File: config.mk
export PLATFORM = sky130hd
export DESIGN_NAME = srx_rx
export DESIGN_NICKNAME = d
export VERILOG_FILES = /design/src/rtl/srx_pkg.sv /design/src/rtl/srx_sync.sv /design/src/rtl/srx_frame.sv /design/src/rtl/srx_hold.sv /design/src/rtl/srx_rx.sv
export SDC_FILE = /design/constraint.sdc
export NUM_CORES = 1
export LEC_CHECK = 0
export ABC_CLOCK_PERIOD_IN_PS = 1900
export CAP_MARGIN = 10
export CELL_PAD_IN_SITES_DETAIL_PLACEMENT = 0
export CELL_PAD_IN_SITES_GLOBAL_PLACEMENT = 1
export CORE_MARGIN = 3
export CORE_UTILIZATION = 40
export DETAILED_ROUTE_END_ITERATION = 16
export PLACE_DENSITY = 0.7
export RECOVER_POWER = 50
export SLEW_MARGIN = 0
export SYNTH_ARGS = -nofsm -noshare
export SYNTH_HDL_FRONTEND = slang
export SYNTH_SLANG_ARGS = --single-unit
File: constraint.sdc
create_clock -name clk_i -period 1.9 [get_ports clk_i]
set_clock_uncertainty 0.2 [all_clocks]
set_input_delay 0.38 -clock clk_i [delete_from_list [all_inputs] [get_ports clk_i]]
set_output_delay 0.38 -clock clk_i [all_outputs]
set_load 0.02 [all_outputs]
File: src/rtl/srx_pkg.sv
package srx_pkg;
  typedef enum logic [1:0] {
    ST_HUNT,
    ST_START,
    ST_DATA,
    ST_STOP
  } rx_state_e;

  function automatic logic maj3(input logic a, input logic b, input logic c);
    return (a & b) | (a & c) | (b & c);
  endfunction

  function automatic logic differ3(input logic a, input logic b, input logic c);
    return !((a == b) && (b == c));
  endfunction
endpackage

File: src/rtl/srx_sync.sv
module srx_sync #(
  parameter int   STAGES    = 2,
  parameter logic RESET_VAL = 1'b1
) (
  input  logic clk_i,
  input  logic rst_ni,
  input  logic d_i,
  output logic q_o
);
  logic [STAGES-1:0] s_q;

  for (genvar g = 0; g < STAGES; g++) begin : g_stage
    always_ff @(posedge clk_i or negedge rst_ni) begin
      if (!rst_ni) s_q[g] <= RESET_VAL;
      else if (g == 0) s_q[g] <= d_i;
      else s_q[g] <= s_q[(g == 0) ? 0 : g-1];
    end
  end

  assign q_o = s_q[STAGES-1];
endmodule

File: src/rtl/srx_frame.sv
module srx_frame
  import srx_pkg::*;
#(
  parameter int OSR    = 16,
  parameter int DATA_W = 8
) (
  input  logic              clk_i,
  input  logic              rst_ni,
  input  logic              tick_i,
  input  logic              line_i,
  output logic              done_o,
  output logic [DATA_W-1:0] word_o,
  output logic              noise_o,
  output logic              ferr_o,
  output logic              start_o,
  output logic              idle_o
);
  localparam int SUB_W       = $clog2(OSR);
  localparam int BIT_W       = $clog2(DATA_W + 1);
  localparam int MID         = OSR / 2;
  localparam int FRAME_TICKS = (DATA_W + 2) * OSR;
  localparam int IDLE_W      = $clog2(FRAME_TICKS + 1);

  localparam logic [SUB_W-1:0] S0   = SUB_W'(MID - 1);
  localparam logic [SUB_W-1:0] S1   = SUB_W'(MID);
  localparam logic [SUB_W-1:0] S2   = SUB_W'(MID + 1);
  localparam logic [SUB_W-1:0] SMAX = SUB_W'(OSR - 1);

  rx_state_e          state_q;
  logic [SUB_W-1:0]   sub_q;
  logic [BIT_W-1:0]   bit_q;
  logic [1:0]         samp_q;
  logic [DATA_W-1:0]  shift_q;
  logic               nacc_q, prev_q, armed_q;
  logic [IDLE_W-1:0]  idle_cnt_q;
  logic               vote, differ;

  always_comb begin
    vote   = maj3(samp_q[0], samp_q[1], line_i);
    differ = differ3(samp_q[0], samp_q[1], line_i);
  end

  always_ff @(posedge clk_i or negedge rst_ni) begin
    if (!rst_ni) begin
      state_q    <= ST_HUNT;
      sub_q      <= '0;
      bit_q      <= '0;
      samp_q     <= '0;
      shift_q    <= '0;
      nacc_q     <= 1'b0;
      prev_q     <= 1'b1;
      armed_q    <= 1'b0;
      idle_cnt_q <= '0;
      done_o     <= 1'b0;
      noise_o    <= 1'b0;
      ferr_o     <= 1'b0;
      start_o    <= 1'b0;
      idle_o     <= 1'b0;
    end else begin
      done_o  <= 1'b0;
      start_o <= 1'b0;
      idle_o  <= 1'b0;
      if (tick_i) begin
        if (state_q == ST_HUNT) begin
          prev_q <= line_i;
          if (prev_q && !line_i) begin
            state_q <= ST_START;
            sub_q   <= SUB_W'(1);
            nacc_q  <= 1'b0;
          end
          if (armed_q) begin
            if (!line_i) idle_cnt_q <= '0;
            else if (idle_cnt_q == IDLE_W'(FRAME_TICKS - 1)) begin
              idle_o  <= 1'b1;
              armed_q <= 1'b0;
            end else idle_cnt_q <= idle_cnt_q + 1'b1;
          end
        end else begin
          sub_q <= (sub_q == SMAX) ? '0 : sub_q + 1'b1;
          if (sub_q == S0) samp_q[0] <= line_i;
          if (sub_q == S1) samp_q[1] <= line_i;
          if (sub_q == S2) begin
            unique case (state_q)
              ST_START: begin
                if (vote) begin
                  state_q <= ST_HUNT;
                  prev_q  <= line_i;
                end else begin
                  state_q <= ST_DATA;
                  bit_q   <= '0;
                  nacc_q  <= differ;
                  start_o <= 1'b1;
                end
              end
              ST_DATA: begin
                shift_q <= {vote, shift_q[DATA_W-1:1]};
                nacc_q  <= nacc_q | differ;
                bit_q   <= bit_q + 1'b1;
                if (bit_q == BIT_W'(DATA_W - 1)) state_q <= ST_STOP;
              end
              default: begin
                done_o     <= 1'b1;
                noise_o    <= nacc_q | differ;
                ferr_o     <= !vote;
                state_q    <= ST_HUNT;
                prev_q     <= line_i;
                armed_q    <= 1'b1;
                idle_cnt_q <= '0;
              end
            endcase
          end
        end
      end
    end
  end

  assign word_o = shift_q;


  bit_cnt_range_chk: assert property (@(posedge clk_i) disable iff (!rst_ni)
    bit_q <= BIT_W'(DATA_W));


  done_from_stop_chk: assert property (@(posedge clk_i) disable iff (!rst_ni)
    done_o |-> $past(state_q) == ST_STOP);


  false_start_chk: assert property (@(posedge clk_i) disable iff (!rst_ni)
    (tick_i && state_q == ST_START && sub_q == S2 && samp_q == 2'b11) |=> state_q == ST_HUNT);
endmodule

File: src/rtl/srx_hold.sv
module srx_hold #(
  parameter int DATA_W = 8
) (
  input  logic              clk_i,
  input  logic              rst_ni,
  input  logic              done_i,
  input  logic [DATA_W-1:0] word_i,
  input  logic              noise_i,
  input  logic              ferr_i,
  input  logic              start_i,
  input  logic              idle_i,
  input  logic              rd_i,
  input  logic              inhibit_i,
  output logic [DATA_W-1:0] data_o,
  output logic              full_o,
  output logic              ovr_o,
  output logic              noise_o,
  output logic              ferr_o,
  output logic              idle_o
);
  always_ff @(posedge clk_i or negedge rst_ni) begin
    if (!rst_ni) begin
      data_o  <= '0;
      full_o  <= 1'b0;
      ovr_o   <= 1'b0;
      noise_o <= 1'b0;
      ferr_o  <= 1'b0;
      idle_o  <= 1'b0;
    end else if (inhibit_i) begin
      full_o  <= 1'b0;
      ovr_o   <= 1'b0;
      noise_o <= 1'b0;
      ferr_o  <= 1'b0;
      idle_o  <= 1'b0;
    end else begin
      if (rd_i) begin
        full_o  <= 1'b0;
        ovr_o   <= 1'b0;
        noise_o <= 1'b0;
        ferr_o  <= 1'b0;
        idle_o  <= 1'b0;
      end
      if (start_i) idle_o <= 1'b0;
      if (idle_i)  idle_o <= 1'b1;
      if (done_i) begin
        if (full_o && !rd_i) ovr_o <= 1'b1;
        else begin
          data_o  <= word_i;
          full_o  <= 1'b1;
          noise_o <= noise_i;
          ferr_o  <= ferr_i;
        end
      end
    end
  end


  inhibit_hold_chk: assert property (@(posedge clk_i) disable iff (!rst_ni)
    inhibit_i |=> !(full_o | ovr_o | noise_o | ferr_o | idle_o));


  overrun_keep_chk: assert property (@(posedge clk_i) disable iff (!rst_ni)
    (done_i && full_o && !rd_i && !inhibit_i) |=> ovr_o && $stable(data_o));


  load_chk: assert property (@(posedge clk_i) disable iff (!rst_ni)
    (done_i && !full_o && !inhibit_i) |=> full_o && data_o == $past(word_i));


  read_clear_chk: assert property (@(posedge clk_i) disable iff (!rst_ni)
    (rd_i && !done_i && !inhibit_i) |=> !(full_o | ovr_o | noise_o | ferr_o));
endmodule

File: src/rtl/srx_rx.sv
module srx_rx #(
  parameter int OSR         = 16,
  parameter int DATA_W      = 8,
  parameter int SYNC_STAGES = 2
) (
  input  logic              clk_i,
  input  logic              rst_ni,
  input  logic              tick_i,
  input  logic              rxd_i,
  input  logic              rd_i,
  input  logic              inhibit_i,
  output logic [DATA_W-1:0] data_o,
  output logic              full_o,
  output logic              overrun_o,
  output logic              noise_o,
  output logic              frame_err_o,
  output logic              idle_o
);
  logic              line_s;
  logic              done, f_noise, f_ferr, f_start, f_idle;
  logic [DATA_W-1:0] word;

  srx_sync #(.STAGES(SYNC_STAGES), .RESET_VAL(1'b1)) u_sync (
    .clk_i (clk_i),
    .rst_ni(rst_ni),
    .d_i   (rxd_i),
    .q_o   (line_s)
  );

  srx_frame #(.OSR(OSR), .DATA_W(DATA_W)) u_frame (
    .clk_i  (clk_i),
    .rst_ni (rst_ni),
    .tick_i (tick_i),
    .line_i (line_s),
    .done_o (done),
    .word_o (word),
    .noise_o(f_noise),
    .ferr_o (f_ferr),
    .start_o(f_start),
    .idle_o (f_idle)
  );

  srx_hold #(.DATA_W(DATA_W)) u_hold (
    .clk_i    (clk_i),
    .rst_ni   (rst_ni),
    .done_i   (done),
    .word_i   (word),
    .noise_i  (f_noise),
    .ferr_i   (f_ferr),
    .start_i  (f_start),
    .idle_i   (f_idle),
    .rd_i     (rd_i),
    .inhibit_i(inhibit_i),
    .data_o   (data_o),
    .full_o   (full_o),
    .ovr_o    (overrun_o),
    .noise_o  (noise_o),
    .ferr_o   (frame_err_o),
    .idle_o   (idle_o)
  );


  idle_needs_awake_chk: assert property (@(posedge clk_i) disable iff (!rst_ni)
    $rose(idle_o) |-> !$past(inhibit_i));
endmodule

* Word-level counts from Yosys, hierarchy flattened *
Index checks and enable logic that the tools add are counted.

operators by class
  $add $sub $neg = 3
  eq/ne operators = 19
  mux-type cells = 66
  bitwise logic cells = 10
  reductions and logical operators = 25

operators by type and width
  operator                                                number
  two-way mux 8 bit                                       6
  two-way mux 1 bit                                       47
  two-way mux 4 bit                                       4
  AND reduction 4 bit                                     4
  AND reduction 5 bit                                     3
  == test 4 bit (second input constant)                   3
  AND reduction 3 bit                                     4
  two-way mux 2 bit                                       5
  adder 4 x 1 -> 4 bit (second input constant)            2
  adder 8 x 1 -> 8 bit (second input constant)            1
  == test 4 x 3 -> 1 bit (second input constant)          2
  == test 8 bit (second input constant)                   1
  case mux 4 bit (2 select lines)                         1
  inequality test 2 x 1 -> 1 bit (second input constant)  3
  inequality test 3 x 1 -> 1 bit (second input constant)  2
  inequality test 3 bit (second input constant)           2
  logical NOT 1 bit                                       4
  inequality test 2 bit (second input constant)           2
  NOT 1 bit                                               4
  case mux 1 bit (2 select lines)                         2
  case mux 2 bit (2 select lines)                         1
  nonzero test 2 bit                                      2
  nonzero test 4 bit                                      1
  bitwise AND 1 bit                                       3
  9 further kinds                                         14

word-level totals
  register bits after elaboration = 51
  output and inout bits = 13
  logic and storage cells = 146

* Depth between registers and ports, before layout *
Gate-level depths: netlist (run 1).

  depth after elaboration = 8
  mapped depth = 8

* Modules after synthesis *
Synthesis (run 1) repeated with hierarchy kept, for this count alone.

second synthesis, totals
  cells, all modules = 225
  area, all modules = 2483.6 µm²

by module, submodules not included
  module     instances  cells an instance  area an instance (µm²)  sequential area each (µm²)
  srx_frame  1          183                1895.6                  902.1
  srx_hold   1          40                 535.5                   325.3
  srx_sync   1          2                  52.6                    52.6

* Least setup slack after synthesis (run 1) *
No wires, ideal clock.

  path type = register to register
  from = register u_frame.state_q[0]
  to = register u_frame.idle_cnt_q[6]
  library setup time = 0.092 ns
  data arrival time = 1.775 ns
  path slack = -0.167 ns
  stages on the path, launching flop included = 7
  clock period less this slack = 2.067 ns
  cell sequence = dfrtp_1 -> inv_1 -> ha_1 -> buf_2 -> nand3_1 -> or4_1 -> o31ai_2

on the way
  word-level cells in the longest chain between the ends = 4
  elaborated cells between the ends (all ways) = 10

ends and longest elaborated chain
  what                                                     RTL line         source
  from (decl)                                              srx_frame.sv:29  rx_state_e state_q;
  from (signal assigned)                                   srx_frame.sv:45  state_q <= ST_HUNT;
  from (signal assigned)                                   srx_frame.sv:67  state_q <= ST_START;
  from (signal assigned)                                   srx_frame.sv:86  state_q <= ST_HUNT;
  == test 2 x 1 -> 1 bit or == test 2 bit (tied branches)  srx_frame.sv:83  unique case (state_q)
  OR reduction 2 bit (no source line)                      n/a
  inequality test 2 x 1 -> 1 bit (no source line)          n/a
  AND reduction 5 bit (no source line)                     n/a
  to (signal assigned)                                     srx_frame.sv:76  end else idle_cnt_q <= idle_cnt_q + 1'b1;
  to (decl)                                                srx_frame.sv:35  logic [IDLE_W-1:0] idle_cnt_q;

Parallel ways exist; a longest one is shown, timed or not.
A chain may end at the register's enable or synchronous reset.

* Worst setup path in the final report (run 1) *
  from = register u_sync.s_q[1], in the netlist u_sync.q_o
  to = register u_frame.nacc_q

on the way
  word-level cells in the longest chain between the ends = 7
  elaborated cells between the ends (all ways) = 17

ends and longest elaborated chain
  what                                           RTL line                          source
  from (decl)                                    srx_sync.sv:10                    logic [STAGES-1:0] s_q;
  from (signal, indexed assignment)              srx_sync.sv:15                    else if (g == 0) s_q[g] <= d_i;
  from (signal, indexed assignment)              srx_sync.sv:16                    else s_q[g] <= s_q[(g == 0) ? 0 : g-1];
  == test 1 bit                                  srx_pkg.sv:14                     return !((a == b) && (b == c));
  logical AND 1 bit                              srx_pkg.sv:14
  logical NOT 1 bit                              srx_pkg.sv:14
  OR 1 bit or two-way mux 1 bit (tied branches)  srx_frame.sv:97, srx_frame.sv:85
  case mux 1 bit (2 select lines)                srx_frame.sv:83
  two-way mux 1 bit                              srx_frame.sv:82                   if (sub_q == S2) begin
  two-way mux 1 bit                              srx_frame.sv:64                   if (state_q == ST_HUNT) begin
  to (signal assigned)                           srx_frame.sv:91                   nacc_q <= differ;
  to (signal assigned)                           srx_frame.sv:97                   nacc_q <= nacc_q | differ;
  to (decl)                                      srx_frame.sv:34                   logic nacc_q, prev_q, armed_q;

Parallel ways exist; a longest one is shown, timed or not. The select of a mux whose other input is x is not followed.

==> results of run 1 <==
[metal layers]
metal	track usage	wire (um)
met1	0.189	2340
met2	0.253	2420
met3	0.0286	141
met4	0.0395	42
met5	0	0
[final cells by class]
cell class / count / area share
clock inverter: 3 / 0.00784
tap: 72 / 0.0269
clock buffer: 5 / 0.0205
sequential: 51 / 0.382
multi-input combinational: 150 / 0.370
timing repair buffer: 67 / 0.181
inverter: 10 / 0.0112
[cell usage after synthesis (all sizes together), types with 2 or more instances]
master	number	area [um2]
dfrtp	48	1200
mux2	20	225
o21ai	20	100
nor2	18	70.1
a21oi	13	65.1
nand2	13	48.8
ha	12	150
inv	10	37.5
nand3	6	30.0
a31oi	4	25.0
nand2b	4	32.5
nor3	4	20.0
buf	3	15.0
dfstp	3	78.8
nand3b	3	22.5
o31ai	3	27.5
a211oi	2	20.0
a32oi	2	17.5
and2b	2	15.0
and3	2	12.5
nand4	2	12.5
nand4b	2	17.5
nor3b	2	15.0
or4	2	18.8
[path summary, 6_finish.rpt]
check,from,endpoint,slack [ns]
max in group asynchronous,rst_ni,u_sync.s_q[0],0.25
hold reg to reg,u_sync.s_q[0],u_sync.q_o,0.16
setup / recovery,u_sync.q_o,u_frame.nacc_q,-0.07
hold / removal,u_sync.s_q[0],u_sync.q_o,0.16
setup reg to reg,u_sync.q_o,u_frame.nacc_q,-0.07
min in group asynchronous,rst_ni,u_hold.data_o[0],0.55
[placed cells by master, fill, tap and decap left out, types with 3 or more instances in the layout]
cell type	instances
ha_1	7
buf_12	4
o21ai_2	4
clkdlybuf4s50_1	10
o21ai_0	11
dlygate4sd3_1	3
o21ai_1	5
nor2_1	15
ha_2	3
buf_4	40
dfstp_2	3
nor3_1	3
inv_1	7
dlymetal6s2s_1	3
dfrtp_1	48
a21oi_1	13
clkbuf_8	5
nand3b_1	3
nand2_2	3
mux2_2	19
buf_6	3
inv_2	3
nand3_1	5
nand2_1	10
a31oi_1	4
[power breakdown]
group          total [W]  switching (W)  internal (W)
registers        0.00133       0.000106       0.00122
logic            0.00112       0.000528      0.000594
clock network   0.000650       0.000379      0.000271
[logic make-up after synthesis]
kind of cell / after synthesis
and+or+nand+nor: 66
AOI/OAI and AO/OA: 51
DFF: 51
muxes: 20
buffers and inverters: 14
adders and majority gates: 12
xor gates and xnor gates: 1
[sequential cells by signal (all words and copies together), names as in the netlist, 2 cells and up]
| signal | flops |
|---|---|
| u_frame.state_q | 2 |
| u_frame.sub_q | 4 |
| u_hold.data_o | 8 |
| u_frame.samp_q | 2 |
| u_frame.bit_q | 4 |
| u_frame.idle_cnt_q | 8 |
| u_frame.word_o | 8 |
[stage by stage]
| step | worst slack [ns] | power, W | hold WS, ns |
|---|---|---|---|
| 5_1_grt | -0.112 | 0.00331 | 0.166 |
| 4_1_cts | -0.0606 | 0.00306 | 0.165 |
| 2_1_floorplan | 0.00178 | 0.00194 | -0.116 |
| 3_5_place_dp | -0.381 | 0.00235 | 0.131 |
| 6_report | -0.0746 | 0.00310 | 0.163 |
| 3_3_place_gp | -0.357 | 0.00234 | 0.132 |
[timing repair]
action,4_1_cts,5_1_grt
resized for setup,16,22
buffers inserted,4,3
hold endpoints to repair,14,0
pin swaps,8,12
setup endpoints to repair,22,25
hold buffers,1,0
[worst reg2reg max path, stage by stage (launching register included)]
cell and delay [ns]:
dfstp_2 0.41, buf_4 0.14, nand2b_4 0.14, a21bo_4 0.21
or4_4 0.53, a2bb2oi_2 0.15, o2bb2ai_2 0.13
==> metrics.csv, run 1 <==
metric;value;unit
number of antenna diodes;0;
sum of net half-perimeters after detailed placement;3710;um
kind of critical path;reg2reg;
Yosys Warn Count;0;
leakage;1.58;nW
data arrival time of the critical path;2.01;ns
distinct cell type count of the synthesized netlist;45;
setup repair after global routing missed its margin;true;
final critical-path setup slack;-0.0746;ns
clock-pin slew on the worst setup and hold paths;0.10;ns
number of cell instances on the worst register-to-register path;6;
design area;3350;um2
CP Buf/Inv Count;1;
portion of the post-synthesis area used by sequential elements;0.529;
data required time at the worst endpoint;1.93;ns
transition time at the pin with the least slew margin;0.998;ns
synthesized-area fraction occupied by ao, oa, aoi and oai cells;0.137;
power density relative to cell area;925;nW/um2
max cap viols;0;
biggest cell delay along the critical path;0.53;ns
Avg Cell Area, Syn;11.3;um2
clk buf depth;2;
#FFs+latches synth;51;
Synth Flop Type;dfrtp_1;
clock latency on the worst-skew pair;0.30;ns
Cell Area, Synth;2420;um2
setup TNS;-0.0827;ns
initial antenna violation count;0;
sort of element at the start of the critical path;register;
type of the worst min-delay path;reg2reg;
Rel. slew slack;0.335;
critical path fanouts, max;5;
number of synthesized flops with an enable pin;0;
dominant combinational cell family by area after synthesis;simple AND/OR/NAND/NOR gates;
multiplexer area fraction after synthesis;0.0931;
share of layout cells above drive strength 1;0.406;
number of design-rule violations left by the first detailed-router iteration;33;
final cycle utilization of the critical path;1.04;
Achievable Freq;506;MHz
core region area;5680;um2
number of hold-slack violations in the final timing report;0;
crit path max-delay cell type;or4_4;
total DRC errors in the routed layout;0;
I/O pin total;19;
clock sinks;51;
sequential cell area;1280;um2
sequence of cells on the critical path;buf_4 > nand2b_4 > a21bo_4 > or4_4 > a2bb2oi_2 > o2bb2ai_2;
cell at the root of the clock tree;clkbuf_8;
post-synthesis instance total;215;
Max rail drop VDD;710;uV
share of async-settable or async-resettable flops after synthesis;1.00;
pin count of the biggest net entering global routing;21;
post-layout minimum cycle time;1.97;ns
Die Footprint;7020;um2
area of the multi-input gates;1240;um2
Die Wd;83.8;um
synthesized-area fraction occupied by and/or/nand/nor cells;0.152;
total clock buffers created by CTS;5;
H-tree lvl count;2;
Pre-antenna DRT Iters;4;
final WL;4950;um
global-route wire length before repair;8550;um
Critical Path End Type;register;
filler-free cell count of the finished design;358;
cell area after placement;3080;um2
CP top delay family;simple AND/OR/NAND/NOR gates;
TritonCTS clock tree;yes;
failing checks;negative setup slack;
Final Util;0.590;
average detailed-routed wire length per instance;13.8;um
Worst path depth;6;
Mapped Nets;233;
vias in the first global route;1932;
GP Congestion;0.783;
result of the run;finished, violations left;
max-slew violation count;0;
Cells after DPL;342;
worst hold stages;0;
Via density;5.15;
Remaining Overflow, GRT;0;
die boundary height;83.8;um
fraction of the mapped netlist area in adder cells;0.0620;
count of vias placed by the detailed router;1843;
count of endpoints failing setup in the final report;2;
post-synthesis share of cell area spent on xor and xnor gates;0.00362;
Rows;27;
total global-route track usage;0.147;
Final nets;303;
Antenna Nets Post-Route;0;
I/O Buffers;18;
layout overhead on the synthesized area;38.5;%
number of fillers in the final layout;486;
starting density of the core;0.426;
Power figures use the tool's default switching activity.
==> inputs of run 2 (changes only) <==
--- a/config.mk
+++ b/config.mk
@@ -9,11 +9,13 @@
 export CAP_MARGIN = 10
 export CELL_PAD_IN_SITES_DETAIL_PLACEMENT = 0
 export CELL_PAD_IN_SITES_GLOBAL_PLACEMENT = 1
+export CORE_ASPECT_RATIO = 0.6
 export CORE_MARGIN = 3
 export CORE_UTILIZATION = 40
 export DETAILED_ROUTE_END_ITERATION = 16
 export PLACE_DENSITY = 0.7
 export RECOVER_POWER = 50
+export SETUP_SLACK_MARGIN = 0.2
 export SLEW_MARGIN = 0
 export SYNTH_ARGS = -nofsm -noshare
 export SYNTH_HDL_FRONTEND = slang
==> run 2 against run 1 <==
Effect of this change:
- the run still ends with negative setup slack left
- setup slack worse by 0.023 ns
- critical path depth unchanged
- clock-buffer cell count did not move
- sequential share of layout area is 1.9 points lower
- cell area rose by 5.2%
- first-iteration DRC count increased to 3.9 times the previous value
- cell count up 4.5%
- critical path type unchanged
- largest power group is now combinational logic
==> metrics.csv, run 2 (same netlist as run 1, synthesis figures left out) <==
metric;value;unit;change
result of the run;finished, violations left;;unchanged
failing checks;negative setup slack;;unchanged
Die Footprint;7050;um2;was 7020 um2
I/O pin total;19;;unchanged
sequential cell area;1280;um2;unchanged
clock latency on the worst-skew pair;0.30;ns;about the same
vias in the first global route;1808;;was 1932
number of fillers in the final layout;471;;was 486
number of cell instances on the worst register-to-register path;6;;unchanged
sequential cell fraction of total power;0.401;;was 0.428
kind of critical path;reg2reg;;unchanged
die boundary height;66.2;um;was 83.8 um
most common cell after layout, fill and taps aside;dfrtp_1;;unchanged
layout overhead on the synthesized area;45.7;%;was 38.5%
Final nets;311;;was 303
internal cell power;0.00221;W;was 0.00209 W
setup repair after global routing missed its margin;true;;unchanged
number of hold-slack violations in the final timing report;0;;unchanged
clock network power share;0.195;;was 0.210
sort of element at the start of the critical path;register;;unchanged
H-tree lvl count;2;;unchanged
worst hold stages;0;;unchanged
count of vias placed by the detailed router;1920;;was 1843
number of design-rule violations left by the first detailed-router iteration;129;;was 33
Critical Path End Type;register;;unchanged
switching power summed over all nets;0.00113;W;was 0.00101 W
post-layout minimum cycle time;2.00;ns;was 1.97 ns
I/O Buffers;18;;unchanged
clock-pin slew on the worst setup and hold paths;0.10;ns;about the same
total clock buffers created by CTS;5;;unchanged
hold path start;u_sync.s_q[0];;unchanged
setup TNS;-0.332;ns;was -0.0827 ns
Crit. Startpoint;u_sync.q_o;;unchanged
Achievable Freq;501;MHz;was 506 MHz
final WL;5520;um;was 4950 um
final critical-path setup slack;-0.0979;ns;was -0.0746 ns
leakage;1.70;nW;was 1.58 nW
Hold Worst Slack;0.161;ns;was 0.163 ns
core region area;5700;um2;was 5680 um2
data arrival time of the critical path;2.04;ns;was 2.01 ns
max cap viols;0;;unchanged
part of the total power dissipated in combinational logic;0.404;;was 0.362
TritonCTS clock tree;yes;;unchanged
Via density;5.13;;was 5.15
type of the worst min-delay path;reg2reg;;unchanged
sum of net half-perimeters after detailed placement;3650;um;was 3710 um
average detailed-routed wire length per instance;14.8;um;was 13.8 um
design area;3520;um2;was 3350 um2
Rows;21;;was 27
area of the multi-input gates;1370;um2;was 1240 um2
cell at the root of the clock tree;clkbuf_8;;unchanged
Pre-antenna DRT Iters;4;;unchanged
global-route wire length before repair;8960;um;was 8550 um
data required time at the worst endpoint;1.94;ns;was 1.93 ns
initial antenna violation count;0;;unchanged
Crit Reg-Reg Startpoint;u_sync.q_o;;unchanged
cell area after placement;3090;um2;was 3080 um2
share of layout cells above drive strength 1;0.459;;was 0.406
most frequent cells in the layout;dfrtp_1, buf_4, nor2_1;;was dfrtp_1, buf_4, mux2_2
Sw Ratio;0.339;;was 0.327
final cycle utilization of the critical path;1.05;;was 1.04
pin count of the biggest net entering global routing;52;;was 21
clk buf depth;2;;unchanged
max-slew violation count;0;;unchanged
total global-route track usage;0.165;;was 0.147
critical path fanouts, max;4;;was 5
total DRC errors in the routed layout;0;;unchanged
Remaining Overflow, GRT;0;;unchanged
Die Wd;106;um;was 83.8 um
number of antenna diodes;0;;unchanged
GP Congestion;0.781;;was 0.783
Max rail drop VDD;564;uV;was 710 uV
Antenna Nets Post-Route;0;;unchanged
clock sinks;51;;unchanged
power density relative to cell area;947;nW/um2;was 925 nW/um2
Rel. slew slack;0.551;;was 0.335
starting density of the core;0.424;;was 0.426
transition time at the pin with the least slew margin;0.673;ns;was 0.998 ns
count of endpoints failing setup in the final report;7;;was 2
-- run 2: layer usage --
layer  vias up  part of all wire  track usage
li1        940                 -            -
met1       930              0.53        0.264
met2        43              0.41        0.221
met3         7             0.050       0.0371
met4         0            0.0078       0.0383
met5         -                 0            0
-- run 2: power groups by stage --
stage	clock network (W)	logic [W]	registers, W
final	0.000650	0.00135	0.00134
after global routing	0.000724	0.00147	0.00135
after CTS	0.000678	0.00114	0.00133
after detailed placement	0	0.00103	0.00135
after global placement	0	0.00103	0.00134
after floorplan	0	0.000614	0.00134
-- run 2: final cells by class --
class,instances,area share
clock buffers,5,0.0195
clock inverters,3,0.00745
inverters,10,0.0106
multi-input cells,151,0.389
flip-flops and latches,51,0.363
well taps,80,0.0284
repair buffers,74,0.182
-- run 2: metrics by stage --
step | total power, W | std cells | util | setup slack (ns)
finish | 0.00334 | 374 | 0.618 | -0.0979
global route | 0.00355 | 374 | 0.618 | -0.153
CTS | 0.00315 | 366 | 0.594 | -0.0897
detailed placement | 0.00238 | 350 | 0.542 | -0.434
global placement | 0.00237 | 350 | 0.542 | -0.422
floorplan | 0.00195 | 215 | - | 0.00402
-- run 2: final timing paths --
check	end	slack, ns
setup / recovery	u_frame.nacc_q	-0.1
hold / removal	u_sync.q_o	0.16
setup reg to reg	u_frame.nacc_q	-0.1
hold reg to reg	u_sync.q_o	0.16
max in group asynchronous	u_frame.sub_q[2]	0.51
min in group asynchronous	u_hold.data_o[6]	0.54
-- run 2: critical path, stage by stage, from the launching register on --
cell	delay, ns
dfstp_2	0.44
ha_4	0.18
a211oi_4	0.30
nor2b_1	0.09
or4_4	0.44
a2bb2oi_2	0.15
o2bb2ai_2	0.12
-- run 2: what timing repair did --
action                                  4_1_cts  5_1_grt
resized for setup                            50       24
cloned                                        1        0
endpoints found under the setup margin       40       30
hold endpoints to repair                     48        0
buffers inserted                              6        8
hold buffers                                  1        0
pin swaps                                    18       11
